===== config.mk =====
export PLATFORM = sky130hd
export DESIGN_NAME = baud_interval_check
export DESIGN_NICKNAME = d
export VERILOG_FILES = /design/src/rtl/baud_interval_check.sv
export SDC_FILE = /design/constraint.sdc
export NUM_CORES = 1
export LEC_CHECK = 0
export ABC_AREA = 0
export ABC_CLOCK_PERIOD_IN_PS = 3100
export BUFFER_PORTS_ARGS = -buffer_cell sky130_fd_sc_hd__buf_2
export CAP_MARGIN = 20
export CORE_MARGIN = 1
export CORE_UTILIZATION = 50
export CTS_CLUSTER_SIZE = 28
export DETAILED_ROUTE_END_ITERATION = 6
export GPL_ROUTABILITY_DRIVEN = 0
export PLACE_DENSITY = 0.74
export SYNTH_ARGS = -nofsm -noshare
export SYNTH_HDL_FRONTEND = slang
export SYNTH_SLANG_ARGS = --single-unit

===== constraint.sdc =====
create_clock -name clk -period 3.1 [get_ports clk]
set_clock_uncertainty 0.15 [all_clocks]
set_input_delay 0.155 -clock clk [delete_from_list [all_inputs] [get_ports clk]]
set_output_delay 0.155 -clock clk [all_outputs]
set_load 0.05 [all_outputs]

===== src/rtl/baud_interval_check.sv =====
module baud_interval_check #(
  parameter int LIM_W    = 6,
  parameter int CNT_W    = 5,
  parameter int WRAP_TOP = 29,
  parameter int WRAP_TO  = 10,
  parameter int SYNC_N   = 2
) (
  input  logic       clk,
  input  logic       rst_n,
  input  logic       rxd_in,
  input  logic       half_rate,
  input  logic       cfg_we,
  input  logic       cfg_sel,
  input  logic [7:0] cfg_wdata,
  output logic       rise_pass,
  output logic       rise_fail,
  output logic       fall_pass,
  output logic       fall_fail
);
  localparam logic [CNT_W-1:0] TOP = CNT_W'(WRAP_TOP);
  localparam logic [CNT_W-1:0] BASE = CNT_W'(WRAP_TO);

  logic [SYNC_N-1:0] sync_q;
  logic              last_q;
  logic              phase_q;
  logic [LIM_W-1:0]  lo_q, hi_q;
  logic [1:0][CNT_W-1:0] cnt_q;
  logic [1:0]        armed_q, pass_q, fail_q, hit;
  logic              rx_s, tick;

  function automatic logic [CNT_W-1:0] step(input logic [CNT_W-1:0] c);
    return (c == TOP) ? BASE : c + 1'b1;
  endfunction

  always_ff @(posedge clk or negedge rst_n)
    if (!rst_n) begin
      sync_q  <= '0;
      last_q  <= 1'b0;
      phase_q <= 1'b0;
    end else begin
      sync_q  <= {sync_q[SYNC_N-2:0], rxd_in};
      last_q  <= sync_q[SYNC_N-1];
      phase_q <= half_rate ? ~phase_q : 1'b0;
    end

  always_ff @(posedge clk or negedge rst_n)
    if (!rst_n) begin
      lo_q <= '0;
      hi_q <= '0;
    end else if (cfg_we) begin
      if (cfg_sel) hi_q <= cfg_wdata[LIM_W-1:0];
      else         lo_q <= cfg_wdata[LIM_W-1:0];
    end

  assign rx_s   = sync_q[SYNC_N-1];
  assign tick   = ~half_rate | phase_q;
  assign hit[0] = rx_s & ~last_q;
  assign hit[1] = ~rx_s & last_q;

  for (genvar g = 0; g < 2; g++) begin : g_edge
    logic [CNT_W-1:0] meas;
    logic             ok;
    assign meas = tick ? step(cnt_q[g]) : cnt_q[g];
    assign ok   = ({{LIM_W{1'b0}}, meas} >= {{CNT_W{1'b0}}, lo_q}) &&
                  ({{LIM_W{1'b0}}, meas} <= {{CNT_W{1'b0}}, hi_q});

    always_ff @(posedge clk or negedge rst_n)
      if (!rst_n) begin
        cnt_q[g]   <= '0;
        armed_q[g] <= 1'b0;
        pass_q[g]  <= 1'b0;
        fail_q[g]  <= 1'b0;
      end else if (hit[g]) begin
        cnt_q[g]   <= '0;
        armed_q[g] <= 1'b1;
        pass_q[g]  <= armed_q[g] & ok;
        fail_q[g]  <= armed_q[g] & ~ok;
      end else begin
        if (tick) cnt_q[g] <= step(cnt_q[g]);
        pass_q[g] <= 1'b0;
        fail_q[g] <= 1'b0;
      end
  end

  assign rise_pass = pass_q[0];
  assign rise_fail = fail_q[0];
  assign fall_pass = pass_q[1];
  assign fall_fail = fail_q[1];
endmodule


# Word-level counts from Yosys, hierarchy flattened
# Index checks and enable logic that the tools add are counted.
# word_totals
ram_bits,0
romBits,0
latch_bits,0
n_memories,0
wordCells,50
regBits,32
# op_classes
n_reduce_logical,4
n_bitwise,14
n_div,0
n_addsub,2
n_mul,0
n_mux,11
shifts,0
eq_ne,2
magnitude_cmp,4
# ops
op,count
$mux 5,6
$ge 5x6->1,2
$le 5x6->1,2
$add 5x1->5 const B,2
$eq 5x5->1 const B,2
$not 1->1,7
$and 1x1->1,6
$mux 1,5
$reduce_and 2->1,2
$logic_and 1x1->1,2
$or 1x1->1,1

# Longest topological paths before layout
# Gate-level depths: netlist (run 1).
# logic_depth
ltp_word,8
depth_mapped,10
ltp_nobuf,10

# Least setup slack after synthesis (run 1)
# OpenSTA, ideal clock, no wires.
# synth_path
kind,flip-flop to flip-flop
from,reg cnt_q[1] (netlist name)
to,reg pass_q[0] (netlist: rise_pass)
path_stages_with_launch,11
arrival_time_ps,2190
required_ps,2829
setup_slack_ps,639
cell_sequence,dfrtp_1 inv_1 ha_1 and4_1 o21ai_1 a22o_1 ha_1 and3_4 and3_4 a311o_1 and4b_1
# synth_via
elab_chain_len,7
word_cells_on_any_way,9
cone_classes,add/sub: 1; order compare: 2; eq/ne: 1; mux: 3; bitwise: 1; reduce/logical: 1
# synth_rtl
item,line,text
"start, declared",27,logic [1:0][CNT_W-1:0] cnt_q;
"start signal, assigned by index",79,if (tick) cnt_q[g] <= step(cnt_q[g]);
$add 5x1->5 or $eq 5x5->1 (tied branches),32,return (c == TOP) ? BASE : c + 1'b1;
$mux 5,32,
$mux 5 (*),n/a,
$ge 5x6->1 or $le 5x6->1 (tied branches),"64, 65",
$logic_and 1x1->1 (*),64,"assign ok = ({{LIM_W{1'b0}}, meas} >= {{CNT_W{1'b0}}, lo_q}) &&"
$and 1x1->1 (*),76,pass_q[g] <= armed_q[g] & ok;
$mux 1 (*),73,end else if (hit[g]) begin
"end signal, assigned by index",76,
"end, declared",28,"logic [1:0] armed_q, pass_q, fail_q, hit;"
# Mark *: on every way between the ends. The rest lies on a longest branch, timed or not.
# A chain may end at the register's enable or synchronous reset.

# Worst setup path in the final report (run 1)
# layout_path
from,reg phase_q
to,reg pass_q[0] (netlist: rise_pass)
# layout_via
elab_chain_len,6
word_cells_on_any_way,7
cone_classes,order compare: 2; mux: 2; bitwise: 2; reduce/logical: 1
# layout_rtl
item,line,text
"start, declared",25,logic phase_q;
"start signal, assigned",43,phase_q <= half_rate ? ~phase_q : 1'b0;
$or 1x1->1 (*),56,assign tick = ~half_rate | phase_q;
$mux 5 (*),n/a,
$ge 5x6->1 or $le 5x6->1 (tied branches),"64, 65",
$logic_and 1x1->1 (*),64,
$and 1x1->1 (*),76,
$mux 1 (*),73,
# Marks and branches as above.

==> results.md, run 1 <==
* Diodes inserted at 0
* Seq/Total Area, Yosys at 0.449
* Outcome: finished, final reports clean
* Synth Flop Type: dfrtp_1
* Post-route insts no fill at around 240
* Post-DP Area at approximately 1900 um2
* Final setup fails at 0
* Layout cells sized above 1 at 0.189
* Slew at the pin with the worst max-slew slack at 683 ps
* Die X at slightly above 60 um
* Max_cap viols at 0
* Fillers at just under 300
* Async S/R FF share, synth at 1.00
* Die Ht at 61.7 um
* Final Cycle Share at 0.885
* Met3 wire length at roughly 93 um
* Max clock buf depth at 2
* Slowest cell delay on critical path at approximately 360 ps
* GRT overflow at 0
* Routed wl met2 at approximately 1700 um
* Area leader, netlist: dfrtp_1
* Setup_tns at 0 ps
* Hold_ws at a little over 90 ps
* Simple-gate share of the synthesized area at 0.165
* Worst Hold Depth at 3
* RSZ-0062 raised after global routing: false
* Minimum clock period at ~2700 ps
* Pin count of the biggest net entering global routing at 33
* Core Rows at 21
* Initial DRT Pass Iterations at 4
* Tot GR Track Use at 0.209
* Post-Synth XOR/XNOR Area at 0
* Relative slew margins at 0.545
* Sink Count at 32
* Post-detail-place hpwl at around 2700 um
* Wl on met1 at ~1500 um
* Initial antenna violation count at 0
* Worst hold path class: input port to flop
* CP max-delay cell: ha_1
* Leak at 1.01 nW
* Vias in the first global route at between 1000 and 1500
* Cell Count Post-Placement at between 200 and 250
* Multi-input logic area at roughly 920 um2
* Total Wirelength at 3380 um
* Crit path kind: flop to flop
* CTS root buf: clkbuf_4
* First-pass GRT wire length at 5540 um
* Register area at about 800 um2
* Final ANT Viol Nets at 0
* Fin. max-slew vios at 0
* Flop2flop setup slack at approximately 360 ps
* Compound-gate portion of the synthesized area at 0.112
* Worst setup startpoint: phase_q
* Synth Warn # at 0
* Clock Latency Late Sink at between 300 and 400 ps
* Nets@finish at between 200 and 250
* Initial Util at 0.530
* Wire per inst at 14.0 um
* Startpoint Class: flop
* Buffers on Ports at 15
* Worst r2r path cells at 9
* H-tree depth at 2
* Critical Path Most Common Cell: and3_4
* Crit Path Max Fanout at 15
* Worst EP required at roughly 3200 ps
* Synth Area per Inst at around 11 um2
* Post-synthesis mux area share at 0.0681
* Synth Instances at between 150 and 200
* Total CTS buffers at 5
* Worst path arrival time at roughly 2800 ps
* Critical Path End Type: flop
* CTS tree: yes
* Drt via density at roughly 5.4
* Cell chain of the critical path: nand2b_2 > inv_1 > o41ai_1 > o21ai_1 > ha_1 > and3_4 > and3_4 > a311o_1 > and4b_1
* Clock-pin slew on the worst setup and hold paths at 90 ps
* Pwr Density at roughly 540 nW/um2
* Post-Synth Adder-Cell Area at 0.169
* Yosys cell types at 35
* Drt initial violations at 68
* Core box area at approximately 3400 um2
* Worst setup path end: rise_pass
* Pre-CTS setup slack at between 300 and 400 ps
* Post-route setup slack at 356 ps
* R2R Path End: rise_pass
* Die Area at around 3800 um2
* Syn_nets at 205
* Largest family of logic cells by synthesized area: adder cells
* Synth Register Bits at 32
* Finished layout cell area at 2050 um2
* Via Count at roughly 1300
* I/O pins at 18
* EDFF count, synth at 0
* Worst VDD drop at about 0.34 mV
* Ranking of synthesized cells by area: dfrtp_1 45%, ha_1 17%, mux2_2 5.7%
* Fmax at 0.364 GHz
* Area Growth Syn to Fin at 14.9%
* Max layer used: met4
* DRC violations left at 0
* Final Hold Vio Count at 0
* Cell Area, Synth at between 1500 and 2000 um2
* Post-CTS setup buffer count at 0
* Worst R2R Start: phase_q
* Area share of the largest cell type after synthesis at 0.449
kinds of logic after synthesis:
| kind of cell | Yosys count |
|---|---|
| flip-flops | 32 |
| multiplexers | 11 |
| AO/OA/AOI/OAI | 32 |
| buffers and inverters | 17 |
| adder cells (fa/ha/maj) | 24 |
| AND/OR/NAND/NOR | 51 |
power breakdown:
| group | internal (W) | switching, W |
|---|---|---|
| registers | 0.000468 | 0.0000442 |
| logic | 0.000153 | 0.000194 |
| clock network | 0.000108 | 0.000132 |
| total | 0.000729 | 0.000371 |
routing by layer:
metal,GRT usage,vias up
met2,0.349,22
met1,0.249,631
met5,0,-
li1,-,651
met3,0.0580,8
met4,0.102,0
layout by cell type, fill, tap and decap left out, drive strengths merged, types with 4 or more instances in the layout:
master,netlist,routed
dfrtp,32,32
ha,24,24
inv,15,15
buf,1,15
o21ai,13,13
nand2,11,11
nor2b,10,10
mux2,9,9
a21oi,8,8
dlygate4sd3,0,8
nor2,6,6
clkbuf,1,6
nand4,5,5
and2,4,4
and3,4,4
cell usage after synthesis (2+ instances only):
cell type  count
a21oi_1        8
and2_1         4
and3_1         2
and3_4         2
dfrtp_1       32
ha_1          24
inv_1         15
mux2_2         9
mux2i_1        2
nand2_1       11
nand3_1        2
nand4_1        5
nor2_1         6
nor2b_1       10
nor3b_1        2
o211ai_1       2
o21ai_0       11
o21ai_1        2
or2_2          2
stage by stage:
stage / total power, W / utilization
final: 0.00110 / 0.609
after global routing: 0.00118 / 0.609
after CTS: 0.00111 / 0.609
after detailed placement: 0.000860 / 0.567
after global placement: 0.000829 / 0.567
after floorplan: 0.000757 / -
flip-flops by register name, summed over array words and instances (netlist names):
register / flops
sync_q: 2
armed_q: 2
phase_q: 1
lo_q: 6
hi_q: 6
rise_pass: 1
cnt_q: 10
fall_fail: 1
last_q: 1
rise_fail: 1
fall_pass: 1
timing repair:
action / in CTS / in global routing
hold buffers: 8 / 0
resized for setup: 0 / 0
endpoints found under the hold margin: 45 / 0
how the worst min path moves through the flow:
stage / start / end / slack, ps
4_1_cts: cfg_sel / lo_q[4] / 80
3_3_place_gp: rst_n / cnt_q[9] / 70
6_report: cfg_sel / lo_q[4] / 90
2_1_floorplan: rst_n / armed_q[0] / -290
3_5_place_dp: rst_n / cnt_q[9] / 90
5_1_grt: cfg_sel / lo_q[3] / 120
critical path: cells and delay by family (launching register included):
family          cells  cell delay (ps)
compound gates      3              870
fa+ha+maj           1              360
buf+inv             1              140
flops               1              330
simple gates        4              790
area by class of cell:
cell class | count | share of cell area
Multi-Input combinational cell | 118 | 0.447
Inverter | 15 | 0.0275
Sequential cell | 32 | 0.391
Clock inverter | 2 | 0.00489
Tap cell | 46 | 0.0281
Clock buffer | 6 | 0.0251
Timing Repair Buffer | 23 | 0.0758
Power figures use the tool's default switching activity.
==> run 2, diff against run 1 <==
--- a/config.mk
+++ b/config.mk
@@ -9,12 +9,14 @@
 export ABC_CLOCK_PERIOD_IN_PS = 3100
 export BUFFER_PORTS_ARGS = -buffer_cell sky130_fd_sc_hd__buf_2
 export CAP_MARGIN = 20
-export CORE_MARGIN = 1
-export CORE_UTILIZATION = 50
+export CELL_PAD_IN_SITES_DETAIL_PLACEMENT = 0
+export CELL_PAD_IN_SITES_GLOBAL_PLACEMENT = 2
+export CORE_MARGIN = 2
+export CORE_UTILIZATION = 38
 export CTS_CLUSTER_SIZE = 28
 export DETAILED_ROUTE_END_ITERATION = 6
 export GPL_ROUTABILITY_DRIVEN = 0
-export PLACE_DENSITY = 0.74
+export PLACE_DENSITY = 0.83
 export SYNTH_ARGS = -nofsm -noshare
 export SYNTH_HDL_FRONTEND = slang
 export SYNTH_SLANG_ARGS = --single-unit
==> run 2 against run 1 <==
  * Via count is 0.46% lower
  * Clock power grew 34%
  * Combinational power hardly changed
  * Sequential power about the same
  * First-iteration DRC count decreased by 37%
  * Cell area grew 1.8%
==> results.md, run 2 (synthesized netlist as in run 1, its figures left out) <==
* Setup_tns at 0 ps
* GRT overflow at 0
* CTS tree: yes
* Post-detail-place hpwl at between 2000 and 3000 um
* DRC violations left at 0
* Total CTS buffers at 5
* Diodes inserted at 0
* Minimum clock period at about 2700 ps
* Die Area at between 5000 and 6000 um2
* Final Cycle Share at 0.875
* First-pass GRT wire length at roughly 6100 um
* Max reg flops at 10
* Critical Path End Type: flop
* Final Hold Vio Count at 0
* Worst VDD drop at approximately 0.26 mV
* RSZ-0062 raised after global routing: false
* Final ANT Viol Nets at 0
* Crit path kind: flop to flop
* Pin count of the biggest net entering global routing at 33
* Drt via density at between 5 and 6
* Clock-pin slew on the worst setup and hold paths at 60 ps
* Largest reg by FF count: cnt_q
* Slew at the pin with the worst max-slew slack at approximately 700 ps
* Sink Count at 32
* Worst hold path class: input port to flop
* Nets@finish at roughly 230
* Outcome: finished, final reports clean
* Top flop regs: cnt_q: 10 flops, hi_q: 6 flops, lo_q: 6 flops
* Core Rows at 24
* Buffers on Ports at 15
* Tot GR Track Use at 0.155
* Worst EP required at between 3000 and 4000 ps
* Wire per inst at ~14 um
* Total Wirelength at 3570 um
* CTS root buf: clkbuf_8
* Fin. max-slew vios at 0
* Worst path arrival time at between 2000 and 3000 ps
* Most common cell after layout, fill and taps aside: dfrtp_1
* Max_cap viols at 0
* Final setup fails at 0
* Core box area at approximately 4400 um2
* Initial antenna violation count at 0
* Vias in the first global route at around 1400
* Post-cts sizing count at 0
* Most frequent cells in the layout: 32 x dfrtp_1, 24 x ha_1, 15 x inv_1, 15 x buf_2
* Leak at just over 1 nW
* Via Count at around 1300
* Initial DRT Pass Iterations at 4
* Pwr Density at 566 nW/um2
* Die Ht at between 70 and 80 um
* Drt initial violations at 43
* Layout cells sized above 1 at 0.179
* H-tree depth at 2
* Crit Path Max Fanout at 15
* Die X at between 70 and 80 um
* Fmax at 0.369 GHz
* Max clock buf depth at 2
* Area Growth Syn to Fin at 16.9%
* Clock Latency Late Sink at between 200 and 300 ps
* Tot Pwr at approximately 0.0012 W
* Relative slew margins at 0.535
* Startpoint Class: flop
* Initial Util at 0.401
* I/O pins at 18
[run 2: metrics by stage]
step	util	hold slack [ps]	instances	cell area, um2	setup slack, ps
2_1_floorplan	-	-291	167	1780	639
3_3_place_gp	0.430	81.8	232	1910	432
3_5_place_dp	0.430	96.2	232	1910	385
4_1_cts	0.469	152	248	2080	380
5_1_grt	0.469	186	248	2080	161
6_report	0.469	150	248	2080	388
[run 2: repair_timing]
action | in CTS | in global routing
buffers inserted | 0 | 0
endpoints found under the hold margin | 45 | 0
hold buffers | 8 | 0
[run 2: worst paths after layout]
check,from,end,slack [ps],cells past startpoint
hold reg to reg,sync_q[0],sync_q[1],240,0
setup reg to reg,phase_q,rise_pass,390,9
max in group asynchronous,rst_n,cnt_q[1],2030,2
hold / removal,cfg_sel,lo_q[5],150,3
setup / recovery,phase_q,rise_pass,390,9
min in group asynchronous,rst_n,phase_q,310,2
[run 2: routing by layer]
metal  global-route usage  vias to the layer above  wire length, um  share of wire
li1                     -                      651                -              -
met1                0.189                      630             1620           0.45
met2                0.267                       22             1800           0.50
met3               0.0375                        3              131          0.037
met4               0.0556                        0               25         0.0070
met5                    0                        -                0              0
[run 2: cell type report]
class | instances | area, um2
clock buffers | 8 | 90.1
repair buffers | 23 | 155
well taps | 52 | 65.1
multi-input cells | 118 | 916
flip-flops and latches | 32 | 801
fillers | 438 | 2360
inverters | 15 | 56.3
[run 2: critical path: stages (launching register included)]
cell and delay, ps:
dfrtp_1 310, nand2b_2 270, inv_1 140, o41ai_1 320, o21ai_1 210, ha_1 350, and3_4 160, and3_4 170
a311o_1 330, and4b_1 190
[run 2: report_power, final]
part / switching [W] / internal, W / total (W)
Combinational: 0.000192 / 0.000152 / 0.000345
Clock: 0.000141 / 0.000181 / 0.000321
Sequential: 0.0000446 / 0.000469 / 0.000514
==> run 3, diff against run 2 <==
--- a/config.mk
+++ b/config.mk
@@ -5,18 +5,18 @@
 export SDC_FILE = /design/constraint.sdc
 export NUM_CORES = 1
 export LEC_CHECK = 0
-export ABC_AREA = 0
+export ABC_AREA = 1
 export ABC_CLOCK_PERIOD_IN_PS = 3100
 export BUFFER_PORTS_ARGS = -buffer_cell sky130_fd_sc_hd__buf_2
 export CAP_MARGIN = 20
 export CELL_PAD_IN_SITES_DETAIL_PLACEMENT = 0
 export CELL_PAD_IN_SITES_GLOBAL_PLACEMENT = 2
 export CORE_MARGIN = 2
-export CORE_UTILIZATION = 38
+export CORE_UTILIZATION = 35
 export CTS_CLUSTER_SIZE = 28
 export DETAILED_ROUTE_END_ITERATION = 6
 export GPL_ROUTABILITY_DRIVEN = 0
-export PLACE_DENSITY = 0.83
+export PLACE_DENSITY = 0.84
 export SYNTH_ARGS = -nofsm -noshare
 export SYNTH_HDL_FRONTEND = slang
 export SYNTH_SLANG_ARGS = --single-unit
==> run 3 against run 2 <==
  * Synthesized cell count up 46%
  * Critical path depth rose by 6
  * Routed wire length up 0.48%
  * Final cell count rose by 38%
  * Critical endpoint is now fall_pass
  * Largest power group unchanged
  * Highest routed layer unchanged
==> results.md, run 3 <==
* Clk network pwr share at 0.266
* Critical Path End Type: flop
* Most common cell after layout, fill and taps aside: nand2_1
* Core Rows at 27
* GRT overflow at 0
* Relative slew margins at 0.525
* Seq/Total Area, Yosys at 0.412
* Area share of the largest cell type after synthesis at 0.412
* Clock-pin slew on the worst setup and hold paths at around 70 ps
* Nets@finish at between 300 and 400
* Initial DRT Pass Iterations at 4
* Layout cells sized above 1 at 0.133
* Area leader, netlist: dfrtp_1
* Core box area at 5440 um2
* Synth Flop Type: dfrtp_1
* Initial antenna violation count at 0
* CTS root buf: clkbuf_8
* CTS tree: yes
* Final Hold Vio Count at 0
* Count leader, synth: nand2_1
* Post-detail-place hpwl at approximately 2800 um
* Sequential share of power at 0.399
* Startpoint Class: flop
* Worst hold path class: input port to flop
* Pwr Density at roughly 580 nW/um2
* Final ANT Viol Nets at 0
* Yosys cell types at 26
* Diodes inserted at 0
* First-pass GRT wire length at about 6500 um
* Max reg flops at 10
* Setup_tns at 0 ps
* Fmax at between 0.4 and 0.5 GHz
* Routed wl met2 at about 1700 um
* Outcome: finished, final reports clean
* Leak at between 1 and 1.5 nW
* Post-cts sizing count at 0
* Ranking of synthesized cells by area: dfrtp_1 41%, ha_1 15%, nand2_1 11%
* Final Cycle Share at 0.706
* Switching power at between 0.0004 and 0.0005 W
* Crit path kind: flop to flop
* H-tree depth at 2
* Total Wirelength at between 3000 and 4000 um
* Top flop regs: cnt_q: 10 flops, hi_q: 6 flops, lo_q: 6 flops
* Area Growth Syn to Fin at 16.4%
* Via Count at 1477
* EDFF count, synth at 0
* Async S/R FF share, synth at 1.00
* Post-route setup slack at roughly 910 ps
* Total CTS buffers at 5
* Worst path arrival time at about 2200 ps
* Synth Register Bits at 32
* Post-CTS setup buffer count at 0
* Internal power at around 0.00084 W
* Slew at the pin with the worst max-slew slack at between 700 and 800 ps
* Max layer used: met4
* Worst VDD drop at ~0.23 mV
* Clock Latency Late Sink at roughly 280 ps
* Minimum clock period at roughly 2200 ps
* Die Area at slightly above 6000 um2
* Die Ht at between 70 and 80 um
* Largest reg by FF count: cnt_q
* Buffers on Ports at 15
* Most frequent cells after synthesis: 59 x nand2_1, 47 x inv_1, 32 x dfrtp_1, 24 x ha_1, 23 x nor2_1
* Max clock buf depth at 2
* RSZ-0062 raised after global routing: false
* Vias in the first global route at between 1000 and 1500
* Fin. max-slew vios at 0
* Met3 wire length at approximately 77 um
* Worst EP required at 3130 ps
* Die X at 78.5 um
* Tot GR Track Use at 0.137
* Synth Instances at approximately 240
* Final setup fails at 0
* Wire per inst at between 10 and 15 um
* Pre-CTS setup slack at 892 ps
* Crit Path Max Fanout at 4
* Synth Area per Inst at 7.96 um2
* Switching part of the total power at 0.353
* Drt via density at between 4 and 5
* Max_cap viols at 0
* Pin count of the biggest net entering global routing at 33
* Wl on met1 at roughly 1700 um
* Sink Count at 32
* Drt initial violations at between 60 and 70
* Initial Util at 0.357
* Most frequent cells in the layout: 59 x nand2_1, 47 x inv_1, 32 x dfrtp_1
* I/O pins at 18
* Hold buffers post-CTS at 8
* Cell Area, Synth at roughly 2000 um2
* Logic pwr share at 0.336
* DRC violations left at 0
* Synth Warn # at 0
* Syn_nets at around 280
[run 3: cell families (layout without fill, tap and decap cells)]
family / Yosys count / count (layout) / share of synthesized area
mux: 2 / 2 / 0.0103
simple gates: 106 / 106 / 0.236
compound gates: 27 / 27 / 0.0780
buf+inv: 53 / 80 / 0.109
fa+ha+maj: 24 / 24 / 0.155
flops: 32 / 32 / 0.412
[run 3: per-layer routing]
| layer | vias up | global-route usage |
|---|---|---|
| met5 | - | 0 |
| met4 | 0 | 0.0579 |
| met3 | 7 | 0.0287 |
| met2 | 16 | 0.231 |
| met1 | 648 | 0.170 |
| li1 | 806 | - |
[run 3: cell type report]
type / count / area (um2)
flip-flops and latches: 32 / 801
repair buffers: 23 / 155
multi-input cells: 159 / 930
fillers: 578 / 3180
clock buffers: 7 / 96.3
inverters: 50 / 188
well taps: 72 / 90.1
[run 3: worst max-delay path, stage by stage (launching register included)]
cell      delay [ps]
dfrtp_1          400
inv_1             80
ha_1             150
nand3_1           70
nor2_1           130
nand2_1          130
nand3b_1         140
inv_1             80
ha_1             280
nand2_1           50
nor2_1           140
nand2_1           70
nand3_1           70
nand2_1           70
nand2_1           60
nor2_1            40
[run 3: final timing paths]
path / startpoint / endpoint / slack [ps] / cells after the start
hold reg to reg: sync_q[0] / sync_q[1] / 200 / 0
setup reg to reg: cnt_q[6] / fall_pass / 910 / 15
hold / removal: half_rate / phase_q / 100 / 3
setup / recovery: cnt_q[6] / fall_pass / 910 / 15
max in group asynchronous: rst_n / lo_q[0] / 2030 / 2
min in group asynchronous: rst_n / sync_q[1] / 320 / 2
[run 3: power groups by stage]
stage / clock, W / combinational (W) / sequential, W
after floorplan: 0 / 0.000315 / 0.000541
after global placement: 0 / 0.000430 / 0.000527
after detailed placement: 0 / 0.000436 / 0.000527
after CTS: 0.000358 / 0.000446 / 0.000519
after global routing: 0.000375 / 0.000526 / 0.000528
final: 0.000345 / 0.000436 / 0.000518
[run 3: metrics by stage]
step	util	instance area [um2]	total power, W	hold WS, ps	cells
final	0.415	2260	0.00130	103	343
after global routing	0.415	2260	0.00143	122	343
after CTS	0.415	2260	0.00132	104	343
after detailed placement	0.383	2080	0.000963	112	328
after global placement	0.383	2080	0.000957	105	328
after floorplan	-	1940	0.000856	-291	244
